[src/rtl/tick_pkg.sv]
package tick_pkg;
  // strobes from control to datapath, valid for one cycle
  typedef struct packed {
    logic runEn;     // counting enabled
    logic curClear;  // current-value register written
    logic reloadWr;  // reload register written
  } tickStrobe_t;
endpackage

[src/rtl/tick_datapath.sv]
module tick_datapath
  import tick_pkg::*;
#(
  parameter int CNT_W = 24
) (
  input  logic             clk,
  input  logic             rstN,
  input  tickStrobe_t      strobes,
  input  logic [CNT_W-1:0] wrData,
  output logic [CNT_W-1:0] countVal,
  output logic [CNT_W-1:0] reloadVal,
  output logic             hitOne
);
  localparam logic [CNT_W-1:0] ONE = CNT_W'(1);

  // step from 1 to 0 happens on this edge
  assign hitOne = strobes.runEn && !strobes.curClear && (countVal == ONE);

  always_ff @(posedge clk) begin
    if (!rstN) begin
      reloadVal <= '0;
    end else if (strobes.reloadWr) begin
      reloadVal <= wrData;
    end
  end

  always_ff @(posedge clk) begin
    if (!rstN) begin
      countVal <= '0;
    end else if (strobes.curClear) begin
      countVal <= '0;
    end else if (strobes.runEn) begin
      if (countVal == '0) countVal <= reloadVal;
      else                countVal <= countVal - ONE;
    end
  end
endmodule

[src/rtl/tick_ctrl.sv]
module tick_ctrl
  import tick_pkg::*;
#(
  parameter int                  ADDR_W     = 12,
  parameter int                  DATA_W     = 32,
  parameter int                  CNT_W      = 24,
  parameter logic [ADDR_W-1:0]   CTRL_OFF   = 12'h010,
  parameter logic [ADDR_W-1:0]   RELOAD_OFF = 12'h014,
  parameter logic [ADDR_W-1:0]   CUR_OFF    = 12'h018,
  parameter int                  FLAG_BIT   = 16
) (
  input  logic              clk,
  input  logic              rstN,
  input  logic [ADDR_W-1:0] busAddr,
  input  logic              busWe,
  input  logic [DATA_W-1:0] busWdata,
  input  logic              busRe,
  output logic [DATA_W-1:0] busRdata,
  input  logic              tickAck,
  output logic              tickReq,
  input  logic [CNT_W-1:0]  countVal,
  input  logic [CNT_W-1:0]  reloadVal,
  input  logic              hitOne,
  output tickStrobe_t       strobes,
  output logic              cntFlag
);
  logic enReg;
  logic reqEnReg;
  logic selCtrl, selReload, selCur;
  logic ctrlRead;
  logic unusedBits;

  assign unusedBits = ^busWdata[DATA_W-1:2];

  assign selCtrl   = (busAddr == CTRL_OFF);
  assign selReload = (busAddr == RELOAD_OFF);
  assign selCur    = (busAddr == CUR_OFF);
  assign ctrlRead  = busRe && selCtrl;

  always_comb begin
    strobes          = '0;
    strobes.runEn    = enReg;
    strobes.curClear = busWe && selCur;
    strobes.reloadWr = busWe && selReload;
  end

  always_ff @(posedge clk) begin
    if (!rstN) begin
      enReg    <= 1'b0;
      reqEnReg <= 1'b0;
    end else if (busWe && selCtrl) begin
      enReg    <= busWdata[0];
      reqEnReg <= busWdata[1];
    end
  end

  // sticky flag: a write clear comes first, then a set, then a read clear
  always_ff @(posedge clk) begin
    if (!rstN)                 cntFlag <= 1'b0;
    else if (strobes.curClear) cntFlag <= 1'b0;
    else if (hitOne)           cntFlag <= 1'b1;
    else if (ctrlRead)         cntFlag <= 1'b0;
  end

  always_ff @(posedge clk) begin
    if (!rstN)                   tickReq <= 1'b0;
    else if (hitOne && reqEnReg) tickReq <= 1'b1;
    else if (tickAck)            tickReq <= 1'b0;
  end

  always_comb begin
    busRdata = '0;
    if (busRe) begin
      if (selCtrl) begin
        busRdata[0]        = enReg;
        busRdata[1]        = reqEnReg;
        busRdata[2]        = 1'b1;
        busRdata[FLAG_BIT] = cntFlag;
      end else if (selReload) begin
        busRdata = DATA_W'(reloadVal);
      end else if (selCur) begin
        busRdata = DATA_W'(countVal);
      end
    end
  end
endmodule

[src/rtl/tick_timer.sv]
module tick_timer
  import tick_pkg::*;
#(
  parameter int ADDR_W = 12,
  parameter int DATA_W = 32,
  parameter int CNT_W  = 24
) (
  input  logic              clk,
  input  logic              rstN,
  input  logic [ADDR_W-1:0] busAddr,
  input  logic              busWe,
  input  logic [DATA_W-1:0] busWdata,
  input  logic              busRe,
  output logic [DATA_W-1:0] busRdata,
  output logic              tickReq,
  input  logic              tickAck
);
  tickStrobe_t      strobes;
  logic [CNT_W-1:0] countVal;
  logic [CNT_W-1:0] reloadVal;
  logic             hitOne;
  logic             cntFlag;

  tick_ctrl #(
    .ADDR_W(ADDR_W), .DATA_W(DATA_W), .CNT_W(CNT_W)
  ) uCtrl (
    .clk(clk), .rstN(rstN),
    .busAddr(busAddr), .busWe(busWe), .busWdata(busWdata),
    .busRe(busRe), .busRdata(busRdata),
    .tickAck(tickAck), .tickReq(tickReq),
    .countVal(countVal), .reloadVal(reloadVal), .hitOne(hitOne),
    .strobes(strobes), .cntFlag(cntFlag)
  );

  tick_datapath #(.CNT_W(CNT_W)) uData (
    .clk(clk), .rstN(rstN),
    .strobes(strobes), .wrData(busWdata[CNT_W-1:0]),
    .countVal(countVal), .reloadVal(reloadVal), .hitOne(hitOne)
  );
endmodule

[config.mk]
export PLATFORM = sky130hd
export DESIGN_NAME = tick_timer
export DESIGN_NICKNAME = d
export VERILOG_FILES = /design/src/rtl/tick_pkg.sv /design/src/rtl/tick_datapath.sv /design/src/rtl/tick_ctrl.sv /design/src/rtl/tick_timer.sv
export SDC_FILE = /design/constraint.sdc
export NUM_CORES = 1
export LEC_CHECK = 0
export BUFFER_PORTS_ARGS = -buffer_cell sky130_fd_sc_hd__buf_2
export CAP_MARGIN = 10
export CELL_PAD_IN_SITES_DETAIL_PLACEMENT = 2
export CELL_PAD_IN_SITES_GLOBAL_PLACEMENT = 2
export CORE_AREA = 2 2 104 106
export DETAILED_ROUTE_END_ITERATION = 10
export DIE_AREA = 0 0 106 108
export PLACE_DENSITY_LB_ADDON = 0.1
export SLEW_MARGIN = 40
export SYNTH_ARGS = -nofsm -noshare
export SYNTH_HDL_FRONTEND = slang
export SYNTH_HIERARCHICAL = 1
export SYNTH_SLANG_ARGS = --single-unit
[constraint.sdc]
create_clock -name clk -period 5.2 [get_ports clk]
set_clock_uncertainty 0.05 [all_clocks]
set_input_delay 0.78 -clock clk [delete_from_list [all_inputs] [get_ports clk]]
set_output_delay 0.78 -clock clk [all_outputs]
set_load 0.01 [all_outputs]
==> out/qor.yml <==
clock_tree:
  ctsHoldBuffers: 0
  ctsResizeCount: 0
  clock_latency_ns: 0.33
  root_buffer: "clkbuf_8"
  clock-sinks: 52
  cts_tree: "built"
  cts_max_level: 2
  cts_made_buffers: 5
  clock_path_buffers: 2
  clk_pin_slew_ns: 0.09
  post_cts_buffers: 0
setup_path:
  timing.critical_path.mode_cell: "buf_2"
  critPathKind: "in -> out"
  cp-end-kind: "output pin"
  crit_buf_inv: 2
  cp_slowest_cell: "or4_2"
  crit_fanout: 24
  critPathArrivalTime_ns: 2.90
  crit_path_start_kind: "input port"
  path_delay_family: "simple AND/OR/NAND/NOR gates"
  critPathMaxStageDelay_ns: 0.96
  crit_chain: "buf_2, or4b_4, or4_2, a221oi_1, buf_2"
  cp.required_ns: 4.37
  rrSetupSlack_ns: 2.15
logic_synthesis:
  synth_top_cell_by_area: "dfxtp_1"
  yosysTopAreaCellShare_pct: 31.5
  synth-main-ff-cell: "dfxtp_1"
  synth_common_cells: "dfxtp_1 (52), nor2_1 (42), mux2i_1 (37)"
  ys_ff_latch: 52
  synth-edff-count: 0
  synth.most_common_cell: "dfxtp_1"
  seq_area_frac_synth_pct: 31.5
  ys_top_cells_by_area: "dfxtp_1 (31%), mux2i_1 (11%), nor2b_1 (5.3%)"
  avgSynthCellArea_um2: 8.13
  ys_warn_count: 6
  netlist_area_mm2: 0.00331
  syn_inst: 407
  synth_cell_types: 51
  synth-async-reset-ratio_pct: 0
timing:
  setup_viol: 0
  fin_hold_ws_ns: 0.430
  fin_tns_setup_ns: 0
  slew-limit-headroom_pct: 51.6
  hold_viol: 0
  timing.fmax_ghz: 0.268
  layout_setup_ws_ns: 1.47
  worst_slew_pin_slew_ns: 0.721
  finalCriticalPeriod_ns: 3.73
  rsz0062_at_grt: "no"
  min_period_over_period_pct: 71.8
  slew_violations: 0
grt:
  grt-ovfl-total: 0
  grt_pass1_vias: 3319
  grt_max_degree: 33
  grt_usage_pct: 20.3
  grt_pass1_wl_um: 18000
  antenna_found_initial: 0
worst_hold_path:
  hold_class: "reg -> reg"
place:
  dp.cells: 582
  place_area_mm2: 0.00368
  hpwl_um: 8110
  pre_cts_ws_ns: 1.44
  globalplace.congestion: 0.800
  port-buffer-count: 65
die:
  start_util_pct: 32.3
  dieArea_mm2: 0.0114
  coreArea_mm2: 0.0102
  rows: 37
  die_x_um: 106
  ios: 82
  die_h_um: 108
power:
  p_leak_nw: 1.38
  p_per_area_mw_per_mm2: 185
  ir_drop_mv: 0.0933
  total_power_uw: 699
route:
  remaining_drc_errors: 0
  drt_iter0_drc: 108
  ant_nets: 0
  routed_via_density: 5.52
  vias: 3254
  wl_um: 11400
  first_pass_iters: 4
  avgRoutedWirePerCell_um: 19.3
run_status:
  status: "finished clean"
final_layout:
  stdcell_count: 590
  drive_gt1_share_pct: 22.5
  nets: 505
  finalInstanceArea_mm2: 0.00377
  area_delta_synth_final_pct: 14.0
  postLayoutCoreUtil_pct: 36.9
  diodes: 0
run:
  max-cap-violations: 0
[area by class of cell]
class	count	area, um2
Clock buffer	6	82.6
Fill cell	1225	6460
Sequential cell	52	1040
Clock inverter	2	10.0
Tap cell	136	170
Inverter	11	41.3
Multi-Input combinational cell	311	2050
Timing Repair Buffer	72	378
[final timing paths]
| path | start | endpoint | cells after the start |
|---|---|---|---|
| setup / recovery | busAddr[9] | busRdata[2] | 5 |
| hold / removal | uCtrl/tickReq | uCtrl/tickReq | 2 |
| setup reg to reg | uData/countVal[4] | uData/countVal[7] | 5 |
| hold reg to reg | uCtrl/tickReq | uCtrl/tickReq | 2 |
[cells in the final DEF (no fill, tap or decap), types with 2 or more instances in the layout]
master     instances
buf_2             65
dfxtp_1           52
nor2_1            42
mux2i_1           37
nor2b_1           27
nand2_1           21
a22oi_1           20
o21ai_0           19
a21oi_1           17
nor3_1            14
nor4_1            12
inv_1             11
a32o_1             9
or2_2              8
or4_1              8
conb_1             8
nand3_1            8
buf_4              7
clkbuf_8           6
nand2b_1           4
o31ai_1            4
or3_1              4
o22ai_1            4
nand4_1            3
mux2_4             3
a211oi_1           3
ha_1               3
clkinv_2           2
a221oi_1           2
and3_1             2
or3b_2             2
or4_4              2
and4_1             2
nor4b_1            2
o2bb2ai_1          2
o311ai_0           2
[power breakdown]
part	switching (mW)	internal, mW	leakage, nW
Clock	0.149	0.107	0.0510
Combinational	0.0265	0.0186	0.906
Sequential	0.0000306	0.398	0.419
[state kept, by name (all words and copies together) (netlist names)]
register         count
uData/countVal      24
uData/reloadVal     24
uCtrl/cntFlag        1
uCtrl/enReg          1
uCtrl/reqEnReg       1
uCtrl/tickReq        1
[per-layer routing]
metal  track usage, %  part of all wire (%)
met1             25.8                    46
met2             36.2                    50
met3             2.89                   2.7
met4             5.17                   1.0
met5                0                     0
[worst min-delay path: cells and delay by family, from the launching register on]
| kind | cells | cell delay, ns |
|---|---|---|
| flip-flops | 1 | 0.32 |
| AND/OR/NAND/NOR | 1 | 0.06 |
| AO/OA/AOI/OAI | 1 | 0.06 |
[kinds of logic (layout without fill, tap and decap cells)]
group           Yosys count  count (layout)  share of synthesized area (%)
other cells               1               8                          0.113
flops                    52              52                           31.5
compound gates           89              89                           18.4
simple gates            170             170                           28.1
mux                      41              41                           12.9
buf+inv                  51              91                           7.87
fa+ha+maj                 3               3                           1.13
Power figures use the tool's default switching activity.
